File: config.mk
export PLATFORM = sky130hd
export DESIGN_NAME = sweep_xfer_ctrl
export DESIGN_NICKNAME = d
export VERILOG_FILES = /design/src/rtl/sweep_pkg.sv /design/src/rtl/sweep_fifo.sv /design/src/rtl/sweep_rd_issuer.sv /design/src/rtl/sweep_wr_issuer.sv /design/src/rtl/sweep_xfer_ctrl.sv
export SDC_FILE = /design/constraint.sdc
export NUM_CORES = 2
export LEC_CHECK = 0
export BUFFER_PORTS_ARGS = -buffer_cell sky130_fd_sc_hd__buf_2
export CORE_ASPECT_RATIO = 1.5
export CORE_MARGIN = 8
export CORE_UTILIZATION = 60
export DETAILED_ROUTE_END_ITERATION = 10
export PLACE_DENSITY = 0.77
export REMOVE_ABC_BUFFERS = 1
export SYNTH_ARGS = -nofsm -noshare
export SYNTH_HDL_FRONTEND = slang
export SYNTH_SLANG_ARGS = --single-unit
File: constraint.sdc
create_clock -name clk -period 9.3 [get_ports clk]
set_input_delay 2.325 -clock clk [delete_from_list [all_inputs] [get_ports clk]]
set_output_delay 2.325 -clock clk [all_outputs]
set_load 0.03 [all_outputs]
File: src/rtl/sweep_pkg.sv
package sweep_pkg;

   typedef enum logic [0:0] {
      ST_IDLE = 1'b0,
      ST_RUN  = 1'b1
   } sweep_state_e;

   function automatic int ceil_div(input int num, input int den);
      return (num + den - 1) / den;
   endfunction

endpackage

File: src/rtl/sweep_fifo.sv
module sweep_fifo #(
   parameter int WIDTH = 64,
   parameter int DEPTH = 32,
   localparam int CNT_W = $clog2(DEPTH + 1),
   localparam int PTR_W = $clog2(DEPTH)
) (
   input  logic             clk,
   input  logic             rst_n,
   input  logic             push_i,
   input  logic [WIDTH-1:0] wdata_i,
   input  logic             pop_i,
   output logic [WIDTH-1:0] rdata_o,
   output logic [CNT_W-1:0] count_o,
   output logic             full_o,
   output logic             empty_o
);

   if (DEPTH < 2) begin : g_bad_depth
      $error("sweep_fifo: DEPTH must be at least 2");
   end

   logic [WIDTH-1:0] store [DEPTH];
   logic [PTR_W-1:0] wr_ptr_q, rd_ptr_q, wr_nxt, rd_nxt;
   logic [CNT_W-1:0] cnt_q;
   logic             do_push, do_pop;

   if ((DEPTH & (DEPTH - 1)) == 0) begin : g_pow2
      assign wr_nxt = wr_ptr_q + 1'b1;
      assign rd_nxt = rd_ptr_q + 1'b1;
   end else begin : g_modulo
      assign wr_nxt = (wr_ptr_q == PTR_W'(DEPTH - 1)) ? '0 : wr_ptr_q + 1'b1;
      assign rd_nxt = (rd_ptr_q == PTR_W'(DEPTH - 1)) ? '0 : rd_ptr_q + 1'b1;
   end

   assign full_o  = (cnt_q == CNT_W'(DEPTH));
   assign empty_o = (cnt_q == '0);
   assign do_push = push_i && !full_o;
   assign do_pop  = pop_i && !empty_o;
   assign rdata_o = store[rd_ptr_q];
   assign count_o = cnt_q;

   always_ff @(posedge clk) begin
      if (do_push) store[wr_ptr_q] <= wdata_i;
   end

   always_ff @(posedge clk) begin
      if (!rst_n) begin
         wr_ptr_q <= '0;
         rd_ptr_q <= '0;
         cnt_q    <= '0;
      end else begin
         if (do_push) wr_ptr_q <= wr_nxt;
         if (do_pop)  rd_ptr_q <= rd_nxt;
         cnt_q <= cnt_q + CNT_W'(do_push) - CNT_W'(do_pop);
      end
   end

endmodule

File: src/rtl/sweep_rd_issuer.sv
module sweep_rd_issuer #(
   parameter int ADDR_W      = 32,
   parameter int BEAT_W      = 20,
   parameter int LEN_W       = 5,
   parameter int CNT_W       = 6,
   parameter int TOTAL_BEATS = 648000,
   parameter int BURST       = 16,
   parameter int IQ_DEPTH    = 32
) (
   input  logic              clk,
   input  logic              rst_n,
   input  logic              active_i,
   input  logic              start_i,
   input  logic [ADDR_W-1:0] base_i,
   input  logic [CNT_W-1:0]  inq_cnt_i,
   input  logic              beat_in_i,
   output logic              cmd_valid_o,
   input  logic              cmd_ready_i,
   output logic [ADDR_W-1:0] cmd_addr_o,
   output logic [LEN_W-1:0]  cmd_len_o,
   output logic [CNT_W-1:0]  inflight_o
);

   logic [BEAT_W-1:0] issued_q;
   logic [CNT_W-1:0]  inflight_q;
   logic              valid_q;
   logic [ADDR_W-1:0] addr_q;
   logic [LEN_W-1:0]  len_q;
   int                remain;
   logic [LEN_W-1:0]  next_len;
   logic              room_ok, raise;

   always_comb begin
      remain   = TOTAL_BEATS - int'(issued_q);
      next_len = (remain >= BURST) ? LEN_W'(BURST) : LEN_W'(remain);
      room_ok  = (int'(inq_cnt_i) + int'(inflight_q) + int'(next_len)) <= IQ_DEPTH;
      raise    = active_i && !start_i && !valid_q && (remain != 0) && room_ok;
   end

   always_ff @(posedge clk) begin
      if (!rst_n) begin
         issued_q   <= '0;
         inflight_q <= '0;
         valid_q    <= 1'b0;
         addr_q     <= '0;
         len_q      <= '0;
      end else begin
         if (start_i) begin
            issued_q <= '0;
         end else if (raise) begin
            issued_q <= issued_q + BEAT_W'(next_len);
            addr_q   <= base_i + ADDR_W'(issued_q);
            len_q    <= next_len;
            valid_q  <= 1'b1;
         end
         if (valid_q && cmd_ready_i) valid_q <= 1'b0;
         inflight_q <= inflight_q + (raise ? CNT_W'(next_len) : CNT_W'(0))
                                  - (beat_in_i ? CNT_W'(1) : CNT_W'(0));
      end
   end

   assign cmd_valid_o = valid_q;
   assign cmd_addr_o  = addr_q;
   assign cmd_len_o   = len_q;
   assign inflight_o  = inflight_q;

endmodule

File: src/rtl/sweep_wr_issuer.sv
module sweep_wr_issuer #(
   parameter int ADDR_W      = 32,
   parameter int BEAT_W      = 20,
   parameter int LEN_W       = 5,
   parameter int CNT_W       = 6,
   parameter int TOTAL_BEATS = 648000,
   parameter int BURST       = 16
) (
   input  logic              clk,
   input  logic              rst_n,
   input  logic              active_i,
   input  logic              start_i,
   input  logic [ADDR_W-1:0] base_i,
   input  logic [CNT_W-1:0]  outq_cnt_i,
   output logic              cmd_valid_o,
   input  logic              cmd_ready_i,
   output logic [ADDR_W-1:0] cmd_addr_o,
   output logic [LEN_W-1:0]  cmd_len_o,
   output logic              data_valid_o,
   input  logic              data_ready_i,
   output logic              pop_o,
   input  logic              ack_i,
   output logic              pass_done_o
);

   logic [BEAT_W-1:0] planned_q;
   logic [BEAT_W-1:0] acks_q;
   logic [LEN_W-1:0]  left_q;
   logic              valid_q;
   logic [ADDR_W-1:0] addr_q;
   logic [LEN_W-1:0]  len_q;
   int                remain;
   logic [LEN_W-1:0]  next_len;
   logic              raise, cmd_hs;

   always_comb begin
      remain   = TOTAL_BEATS - int'(planned_q);
      next_len = (remain >= BURST) ? LEN_W'(BURST) : LEN_W'(remain);
      raise    = active_i && !start_i && !valid_q && (left_q == '0)
                 && (remain != 0) && (int'(outq_cnt_i) >= int'(next_len));
      cmd_hs   = valid_q && cmd_ready_i;
   end

   assign data_valid_o = (left_q != '0);
   assign pop_o        = data_valid_o && data_ready_i;
   assign pass_done_o  = active_i && (remain == 0) && !valid_q
                         && (left_q == '0) && (acks_q == '0);

   always_ff @(posedge clk) begin
      if (!rst_n) begin
         planned_q <= '0;
         acks_q    <= '0;
         left_q    <= '0;
         valid_q   <= 1'b0;
         addr_q    <= '0;
         len_q     <= '0;
      end else begin
         if (start_i) begin
            planned_q <= '0;
         end else if (raise) begin
            planned_q <= planned_q + BEAT_W'(next_len);
            addr_q    <= base_i + ADDR_W'(planned_q);
            len_q     <= next_len;
            valid_q   <= 1'b1;
         end
         if (cmd_hs) begin
            valid_q <= 1'b0;
            left_q  <= len_q;
         end else if (pop_o) begin
            left_q  <= left_q - 1'b1;
         end
         acks_q <= acks_q + BEAT_W'(cmd_hs) - BEAT_W'(ack_i);
      end
   end

   assign cmd_valid_o = valid_q;
   assign cmd_addr_o  = addr_q;
   assign cmd_len_o   = len_q;

endmodule

File: src/rtl/sweep_xfer_ctrl.sv
module sweep_xfer_ctrl
   import sweep_pkg::*;
#(
   parameter int NLANES   = 4,
   parameter int ELEM_W   = 16,
   parameter int DIM0     = 60,
   parameter int DIM1     = 60,
   parameter int DIM2     = 20,
   parameter int DIM3     = 36,
   parameter int PASSES   = 67,
   parameter int BURST    = 16,
   parameter int IQ_DEPTH = 32,
   parameter int OQ_DEPTH = 32,
   parameter int ADDR_W   = 32,
   localparam int DATA_W  = NLANES * ELEM_W,
   localparam int LEN_W   = $clog2(BURST + 1)
) (
   input  logic              clk,
   input  logic              rst_n,
   input  logic              launch_i,
   input  logic [ADDR_W-1:0] base_a_i,
   input  logic [ADDR_W-1:0] base_b_i,
   output logic              done_o,
   output logic              rd_cmd_valid_o,
   input  logic              rd_cmd_ready_i,
   output logic [ADDR_W-1:0] rd_cmd_addr_o,
   output logic [LEN_W-1:0]  rd_cmd_len_o,
   input  logic              rd_data_valid_i,
   input  logic [DATA_W-1:0] rd_data_i,
   output logic              lane_in_valid_o,
   input  logic [NLANES-1:0] lane_in_ready_i,
   output logic [DATA_W-1:0] lane_in_data_o,
   input  logic [NLANES-1:0] lane_out_valid_i,
   output logic              lane_out_ready_o,
   input  logic [DATA_W-1:0] lane_out_data_i,
   output logic              wr_cmd_valid_o,
   input  logic              wr_cmd_ready_i,
   output logic [ADDR_W-1:0] wr_cmd_addr_o,
   output logic [LEN_W-1:0]  wr_cmd_len_o,
   output logic              wr_data_valid_o,
   input  logic              wr_data_ready_i,
   output logic [DATA_W-1:0] wr_data_o,
   input  logic              wr_ack_i
);

   localparam int ELEMS       = DIM0 * DIM1 * DIM2 * DIM3;
   localparam int TOTAL_BEATS = ceil_div(ELEMS, NLANES);
   localparam int BEAT_W      = $clog2(TOTAL_BEATS + 1);
   localparam int PASS_W      = $clog2(PASSES + 1);
   localparam int IQ_CNT_W    = $clog2(IQ_DEPTH + 1);
   localparam int OQ_CNT_W    = $clog2(OQ_DEPTH + 1);

   if (BURST < 1 || BURST > IQ_DEPTH || BURST > OQ_DEPTH) begin : g_bad_burst
      $error("sweep_xfer_ctrl: BURST must lie in 1..min(IQ_DEPTH, OQ_DEPTH)");
   end
   if (PASSES < 1 || NLANES < 1 || ELEMS < 1) begin : g_bad_size
      $error("sweep_xfer_ctrl: PASSES, NLANES and grid dimensions must be positive");
   end

   sweep_state_e      state_q;
   logic [PASS_W-1:0] pass_q;
   logic              swap_q;
   logic [ADDR_W-1:0] base_a_q, base_b_q;
   logic              done_q;
   logic              running, pass_done, last_pass, launch_go, advance, finish, start;
   logic [ADDR_W-1:0] rd_base, wr_base;

   logic [IQ_CNT_W-1:0] iq_cnt;
   logic [IQ_CNT_W-1:0] rd_inflight;
   logic                iq_full, iq_empty, iq_pop;
   logic [OQ_CNT_W-1:0] oq_cnt;
   logic                oq_full, oq_empty, oq_pop;

   assign running   = (state_q == ST_RUN);
   assign last_pass = (pass_q == PASS_W'(PASSES - 1));
   assign launch_go = !running && launch_i;
   assign advance   = running && pass_done && !last_pass;
   assign finish    = running && pass_done && last_pass;
   assign start     = launch_go || advance;
   assign rd_base   = swap_q ? base_b_q : base_a_q;
   assign wr_base   = swap_q ? base_a_q : base_b_q;

   always_ff @(posedge clk) begin
      if (!rst_n) begin
         state_q  <= ST_IDLE;
         pass_q   <= '0;
         swap_q   <= 1'b0;
         base_a_q <= '0;
         base_b_q <= '0;
         done_q   <= 1'b0;
      end else begin
         done_q <= finish;
         if (launch_go) begin
            state_q  <= ST_RUN;
            pass_q   <= '0;
            swap_q   <= 1'b0;
            base_a_q <= base_a_i;
            base_b_q <= base_b_i;
         end else if (advance) begin
            pass_q <= pass_q + 1'b1;
            swap_q <= !swap_q;
         end else if (finish) begin
            state_q <= ST_IDLE;
         end
      end
   end

   assign done_o = done_q;

   sweep_rd_issuer #(
      .ADDR_W(ADDR_W), .BEAT_W(BEAT_W), .LEN_W(LEN_W), .CNT_W(IQ_CNT_W),
      .TOTAL_BEATS(TOTAL_BEATS), .BURST(BURST), .IQ_DEPTH(IQ_DEPTH)
   ) u_rd (
      .clk(clk), .rst_n(rst_n), .active_i(running), .start_i(start),
      .base_i(rd_base), .inq_cnt_i(iq_cnt), .beat_in_i(rd_data_valid_i),
      .cmd_valid_o(rd_cmd_valid_o), .cmd_ready_i(rd_cmd_ready_i),
      .cmd_addr_o(rd_cmd_addr_o), .cmd_len_o(rd_cmd_len_o),
      .inflight_o(rd_inflight)
   );

   sweep_fifo #(.WIDTH(DATA_W), .DEPTH(IQ_DEPTH)) u_inq (
      .clk(clk), .rst_n(rst_n), .push_i(rd_data_valid_i), .wdata_i(rd_data_i),
      .pop_i(iq_pop), .rdata_o(lane_in_data_o), .count_o(iq_cnt),
      .full_o(iq_full), .empty_o(iq_empty)
   );

   assign lane_in_valid_o  = !iq_empty;
   assign iq_pop           = lane_in_valid_o && (&lane_in_ready_i);
   assign lane_out_ready_o = running && !oq_full && (&lane_out_valid_i);

   sweep_fifo #(.WIDTH(DATA_W), .DEPTH(OQ_DEPTH)) u_outq (
      .clk(clk), .rst_n(rst_n), .push_i(lane_out_ready_o), .wdata_i(lane_out_data_i),
      .pop_i(oq_pop), .rdata_o(wr_data_o), .count_o(oq_cnt),
      .full_o(oq_full), .empty_o(oq_empty)
   );

   sweep_wr_issuer #(
      .ADDR_W(ADDR_W), .BEAT_W(BEAT_W), .LEN_W(LEN_W), .CNT_W(OQ_CNT_W),
      .TOTAL_BEATS(TOTAL_BEATS), .BURST(BURST)
   ) u_wr (
      .clk(clk), .rst_n(rst_n), .active_i(running), .start_i(start),
      .base_i(wr_base), .outq_cnt_i(oq_cnt),
      .cmd_valid_o(wr_cmd_valid_o), .cmd_ready_i(wr_cmd_ready_i),
      .cmd_addr_o(wr_cmd_addr_o), .cmd_len_o(wr_cmd_len_o),
      .data_valid_o(wr_data_valid_o), .data_ready_i(wr_data_ready_i),
      .pop_o(oq_pop), .ack_i(wr_ack_i), .pass_done_o(pass_done)
   );

endmodule

# After elaboration in Yosys (flattened, before gate mapping)
# Memories as Yosys holds them, arrays and structs flattened. A register that Yosys moved wholly into a read port is not among the register bits.
# Cells that the tools add are included.
dict set report word_totals {
  ff_bits 253
  output_inout_bits 208
  mem_count 2
  wordCells 132
  ram_bits 4096
}
dict set report op_classes {
  muxes 19
  addsub 22
  order_cmp 4
  eq_ne 4
  bitwise_logic 2
  n_reduce_logical 56
}
# memory depth width rd rd_ports_with_merged_regs wr line
set mem_list {}
lappend mem_list {u_inq.store 32 64 1 1 1 sweep_fifo.sv:22} ;# logic [WIDTH-1:0] store [DEPTH];
lappend mem_list {u_outq.store 32 64 1 1 1 sweep_fifo.sv:22}
# cell n
set op_table {}
lappend op_table {{$add A32 B20 Y32} 2}
lappend op_table {{$ge A32 B6 Y1 const B} 2}
lappend op_table {{$mux W32} 2}
lappend op_table {{$reduce_bool A32 Y1} 2}
lappend op_table {{$mux W5} 9}
lappend op_table {{$sub A20 B20 Y21 const A} 2}
lappend op_table {{$add A20 B5 Y20} 2}
lappend op_table {{$add A32 B6 Y32} 1}
lappend op_table {{$le A32 B7 Y1 const B} 1}
lappend op_table {{$logic_not A32 Y1} 1}
lappend op_table {{$logic_and A1 B1 Y1} 26}
lappend op_table {{$add A20 B1 Y20} 1}
lappend op_table {{$add A5 B1 Y5 const B} 4}
lappend op_table {{$logic_not A20 Y1} 1}
lappend op_table {{$sub A20 B1 Y20} 1}
lappend op_table {{$add A6 B1 Y6} 2}
lappend op_table {{$eq A6 B6 Y1 const B} 2}
lappend op_table {{$logic_not A6 Y1} 2}
lappend op_table {{$sub A6 B1 Y6} 2}
lappend op_table {{$logic_not A1 Y1} 10}
lappend op_table {{$mux W1} 8}
lappend op_table {{$reduce_and A4 Y1} 2}
lappend op_table {{$reduce_or A2 Y1} 4}
lappend op_table {{$add A6 B6 Y7} 1}
lappend op_table {{other kinds (13)} 17}

# Logic depth before layout (Yosys ltp)
dict set report logic_depth {
  word_depth 17
  ltp_mapped 34
  depth_no_buf 31
}

# Hierarchy
# A second synthesis with hierarchy kept.
dict set report hier_totals {
  cells_unflattened 9096
  hier_area_um2 172674.4
}
# mod seq_area_each_um2 instances cells_per_inst area_each_um2
set by_module_without_submodules {}
lappend by_module_without_submodules {{sweep_fifo at u_outq} 61919.4 1 3684 78898.2}
lappend by_module_without_submodules {{sweep_fifo at u_inq} 61919.4 1 3582 78768.0}
lappend by_module_without_submodules {sweep_wr_issuer 1661.6 1 822 6508.7}
lappend by_module_without_submodules {sweep_rd_issuer 1281.2 1 596 4864.7}
lappend by_module_without_submodules {sweep_xfer_ctrl 1481.4 1 412 3634.7}

# Worst setup path after synthesis
# OpenSTA, ideal clock, no wires.
dict set report synth_path {
  kind {in2reg}
  from {in lane_out_valid_i[2]}
  to {mem u_outq.store[31][0], enable pin}
  t_required_ns 8.813
  path_buffers 1
  setup_time_ns 0.487
  path_stages 5
  path_slack_ns 2.620
  arrival_time_ns 6.194
  path_cell_list {nand4_1 > a211oi_1 > nand2_1 > clkbuf_1 > nor2_1}
}
dict set report synth_between {
  elab_chain_len 5
}
# item line
set synth_rtl {}
lappend synth_rtl {{start: declaration} sweep_xfer_ctrl.sv:33} ;# input logic [NLANES-1:0] lane_out_valid_i,
lappend synth_rtl {{$reduce_and A4 Y1} sweep_xfer_ctrl.sv:129} ;# assign lane_out_ready_o = running && !oq_full && (&lane_out_valid_i);
lappend synth_rtl {{$logic_and A1 B1 Y1} sweep_xfer_ctrl.sv:129}
lappend synth_rtl {{$logic_and A1 B1 Y1} sweep_fifo.sv:37} ;# assign do_push = push_i && !full_o;
lappend synth_rtl {{via u_outq.do_push} sweep_fifo.sv:25} ;# logic do_push, do_pop;
lappend synth_rtl {{$mux W1} sweep_fifo.sv:43} ;# if (do_push) store[wr_ptr_q] <= wdata_i;
lappend synth_rtl {{$mux W1 (implied by the code)} sweep_fifo.sv:43}
lappend synth_rtl {{end: declaration} sweep_fifo.sv:22}
# The timed path passes the listed nets, and every way through them passes these cells.

# Worst setup path in the final report
dict set report layout_path {
  from {reg u_rd.issued_q[1]}
  to {reg u_rd.inflight_q[5] (netlist: u_rd.inflight_o[5])}
}
dict set report layout_between {
  elab_chain_len 9
  elab_cells_between_ends 11
}
# item line
set layout_rtl {}
lappend layout_rtl {{start: declaration} sweep_rd_issuer.sv:24} ;# logic [BEAT_W-1:0] issued_q;
lappend layout_rtl {{start signal: assignment} sweep_rd_issuer.sv:51} ;# issued_q <= issued_q + BEAT_W'(next_len);
lappend layout_rtl {{$sub A20 B20 Y21 *} sweep_rd_issuer.sv:34} ;# remain = TOTAL_BEATS - int'(issued_q);
lappend layout_rtl {{$ge A32 B6 Y1} sweep_rd_issuer.sv:35} ;# next_len = (remain >= BURST) ? LEN_W'(BURST) : LEN_W'(remain);
lappend layout_rtl {{$mux W5 *} sweep_rd_issuer.sv:35}
lappend layout_rtl {{via u_rd.next_len[1]} sweep_rd_issuer.sv:30} ;# logic [LEN_W-1:0] next_len;
lappend layout_rtl {{$add A32 B6 Y32} sweep_rd_issuer.sv:36} ;# room_ok = (int'(inq_cnt_i) + int'(inflight_q) + int'(next_len)) <= IQ_DEPTH;
lappend layout_rtl {{$le A32 B7 Y1} sweep_rd_issuer.sv:36}
lappend layout_rtl {{$logic_and A1 B1 Y1} sweep_rd_issuer.sv:37} ;# raise = active_i && !start_i && !valid_q && (remain != 0) && room_ok;
lappend layout_rtl {{$mux W5 *} sweep_rd_issuer.sv:57} ;# inflight_q <= inflight_q + (raise ? CNT_W'(next_len) : CNT_W'(0))
lappend layout_rtl {{$add A6 B6 Y6 *} sweep_rd_issuer.sv:57}
lappend layout_rtl {{$sub A6 B6 Y6 *} sweep_rd_issuer.sv:58} ;# - (beat_in_i ? CNT_W'(1) : CNT_W'(0));
lappend layout_rtl {{end signal: assignment} sweep_rd_issuer.sv:57}
lappend layout_rtl {{end: declaration} sweep_rd_issuer.sv:25} ;# logic [CNT_W-1:0] inflight_q;
# Mark *: on every way through the listed nets, which the timed path passes. The rest lies on a longest branch.
# A chain may end at the register's enable or synchronous reset.

==> metrics.txt <==
outcome finished clean; main combinational cell family by area after synthesis multiplexers; number of global-route vias before repair 89211; P per Cell Area 226 mW/mm^2; Post-DRT Antenna Nets 0; fraction of power spent switching nets 23.2%; yosys warns 0; Synth Area in Adders 1.06%; fin crit share 82.4%; #FFs+latches synth 4359; LEAKAGE 59.3 nW; area grow syn2layout 11.9%; fmax 130 MHz; vias 86173; total grt overflow 0; Die X 452 microns; gpl congestion 0.832; Vias/cell 6.85; GR Util All Layers 28.4%; clock slew at reported path FFs 0.06 ns; Arr. time, crit path 8.39 ns; drt pass-1 iters 6; final hold vios 0; Synth top area share 71.9%; post-CTS setup buffer count 0; VDD IR-drop max 0.268 mV; Max H-tree Level 5; met3 Usage GRT 5.22%; Compound-Gate Fraction of Synth Area 1.61%; Iter 0 DRT Violations 10171; unrepaired setup endpoints after global routing false; clock sink count 4359; M2 GR Usage 50.3%; Slew @ Worst Pin 1.27 ns; CTS Root Cell clkbuf_16; clock buffer depth 4; grt peak-use layer met2; Slew headroom 15.3%; Main synth FF type edfxtp_1; sequential share of the synthesized area 75.0%; Post-synth top cells edfxtp_1 (4096), mux4_2 (1280), nand2_1 (287); R2R depth 30; Die ar. 0.303 sq mm; Synth Cell Area 0.171 sq mm; I/O Pins 416; Inserted Clock Buffers 388; Wirelength per Cell 34.8 microns; final worst path period need 7.66 ns; post-DP HPWL 217000 microns; CP endpoint u_rd.inflight_o[5]$_SDFF_PN0_; initial antenna violation count 56; EDFF count, synth 4096; share of layout cells above drive strength 1 30.8%; first-pass GRT wire length 627000 microns; syn_area_per_cell 21.6 sq um; dpl ws 1.73 ns; CP endpoint kind register; Flop pwr share 50.5%; Gate power share 11.8%; setup violators final 0; Core Region 0.284 sq mm; clk_skew 0.0750 ns; CTS tree done; post-synthesis xor/xnor area fraction 0.665%; crit start category register; setup slack after layout 1.64 ns; Clk pwr share 37.6%; Post-Syn Instances 7906; area leader, netlist edfxtp_1; reg2reg end u_rd.inflight_o[5]$_SDFF_PN0_; Post-Synth Simple-Gate Area 2.26%; Internal 33.2 mW; multiplexer area fraction after synthesis 18.3%; Distinct cells, synth 93; Area contributors post-synth edfxtp_1 (72%), mux4_2 (17%), dfxtp_1 (3.1%); crit-path max FO 17; grt met1 use 34.9%; worst reg2reg path startpoint u_rd.issued_q[1]$_SDFFE_PP0N_; max-slew violations 0; die height 670 microns; # DRC 0; row cnt 240; Worst path slowest cell nor4b_1; Hold Buf Count CTS 0; Detailed Route WL 437000 microns; Min-Delay Path Class register to register; Post-synth ARST share 0%; crit path from u_rd.issued_q[1]$_SDFFE_PP0N_; Port Buf Inserts 415; pin count of the biggest net entering global routing 144; CP Class register to register; top-count cell post-synth edfxtp_1; Sw Pwr 10.1 mW; initial core utilization 60.2%; R2R Setup Slk 1.64 ns; # nets final 8826; # resized after CTS 0; Max-Cap Viols 0; Slowest Stage Delay on Critical Path 0.60 ns; setup TNS 0 ns; clk_lat worst skew 0.93 ns; WP data required 10.03 ns
## how the worst min path moves through the flow
stage / from / to / depth (start not counted)
after floorplan: u_wr.left_q[4]$_SDFFE_PN0P_ / u_wr.left_q[4]$_SDFFE_PN0P_ / 2
after global placement: u_wr.cmd_addr_o[21]$_SDFFE_PN0P_ / u_wr.cmd_addr_o[21]$_SDFFE_PN0P_ / 2
after detailed placement: u_wr.cmd_addr_o[2]$_SDFFE_PN0P_ / u_wr.cmd_addr_o[2]$_SDFFE_PN0P_ / 2
after CTS: u_wr.cmd_addr_o[13]$_SDFFE_PN0P_ / u_wr.cmd_addr_o[13]$_SDFFE_PN0P_ / 2
after global routing: u_wr.cmd_addr_o[0]$_SDFFE_PN0P_ / u_wr.cmd_addr_o[0]$_SDFFE_PN0P_ / 2
final: u_wr.cmd_addr_o[2]$_SDFFE_PN0P_ / u_wr.cmd_addr_o[2]$_SDFFE_PN0P_ / 2
## through the flow
step / hold slack (ns) / area, sq um / utilization [%] / power [mW] / cells
2_1_floorplan: 0.443 / 170000 / - / 27.2 / 7512
3_3_place_gp: 0.436 / 179000 / 62.8 / 27.3 / 11840
3_5_place_dp: 0.449 / 179000 / 62.8 / 27.4 / 11840
4_1_cts: 0.456 / 191000 / 67.3 / 43.5 / 12544
5_1_grt: 0.475 / 191000 / 67.3 / 44.5 / 12552
6_report: 0.451 / 191000 / 67.3 / 43.3 / 12577
## cell usage in the layout (no fill, tap or decap), types with 36 or more instances in the layout
cell / instances
clkbuf_1: 71
buf_2: 415
buf_12: 42
clkinv_1: 80
mux2i_1: 58
edfxtp_1: 4096
nor2_4: 64
clkbuf_16: 400
inv_1: 113
nor2_1: 201
nand2_1: 286
dfxtp_1: 252
buf_4: 120
nor3_1: 36
mux4_2: 1280
xor2_1: 53
xnor2_1: 77
nand3_1: 41
bufinv_16: 47
o21ai_0: 65
clkinv_2: 58
ha_1: 131
mux2_2: 169
a21oi_1: 187
## power groups by stage
stage               Combinational, mW  Sequential (mW)  Clock, mW
global route                     5.52             21.9       17.1
detailed placement               5.10             22.3          0
global placement                 4.98             22.3          0
floorplan                        4.59             22.6          0
CTS                              5.19             21.9       16.5
finish                           5.13             21.9       16.3
## state kept, by name (all words and copies together) (netlist names), 6 cells and up, named ones only
register / flops
u_outq.count_o: 6
u_outq.store: 2048
u_rd.cmd_addr_o: 32
u_inq.count_o: 6
u_inq.store: 2048
u_wr.cmd_addr_o: 32
u_rd.issued_q: 20
u_wr.planned_q: 20
base_a_q: 32
pass_q: 7
u_wr.acks_q: 20
u_rd.inflight_o: 6
base_b_q: 32
## cell families (layout without fill, tap and decap cells)
group | Yosys count | after routing
flip-flops | 4359 | 4359
multiplexers | 1507 | 1507
AND/OR/NAND/NOR | 834 | 834
buffers and inverters | 508 | 1395
AO/OA/AOI/OAI | 428 | 428
adder cells (fa/ha/maj) | 140 | 140
XOR/XNOR | 130 | 130
other | 0 | 33
## worst max-delay path, delay by kind of cell (launching register included)
family | cells | cell delay, ns
adder cells (fa/ha/maj) | 4 | 1.22
XOR/XNOR | 1 | 0.14
AO/OA/AOI/OAI | 15 | 3.53
AND/OR/NAND/NOR | 7 | 1.83
buffers and inverters | 3 | 0.38
flip-flops | 1 | 0.41
## layout make-up
class                      count  area, sq um
timing repair buffer         577         3820
antenna                       33         82.6
sequential                  4359       128000
tap                         3751         4690
clock inverter               230         2430
fill                       16825        92900
clock buffer                 474        10300
inverter                     114          433
multi-input combinational   3039        41400
## routing by layer
layer  wire, microns  share of wire (%)
met3           39700                9.1
met1          148000                 34
met4           19700                4.5
met2          230000                 53
met5             196              0.045
(Power assumes the default switching activity.)
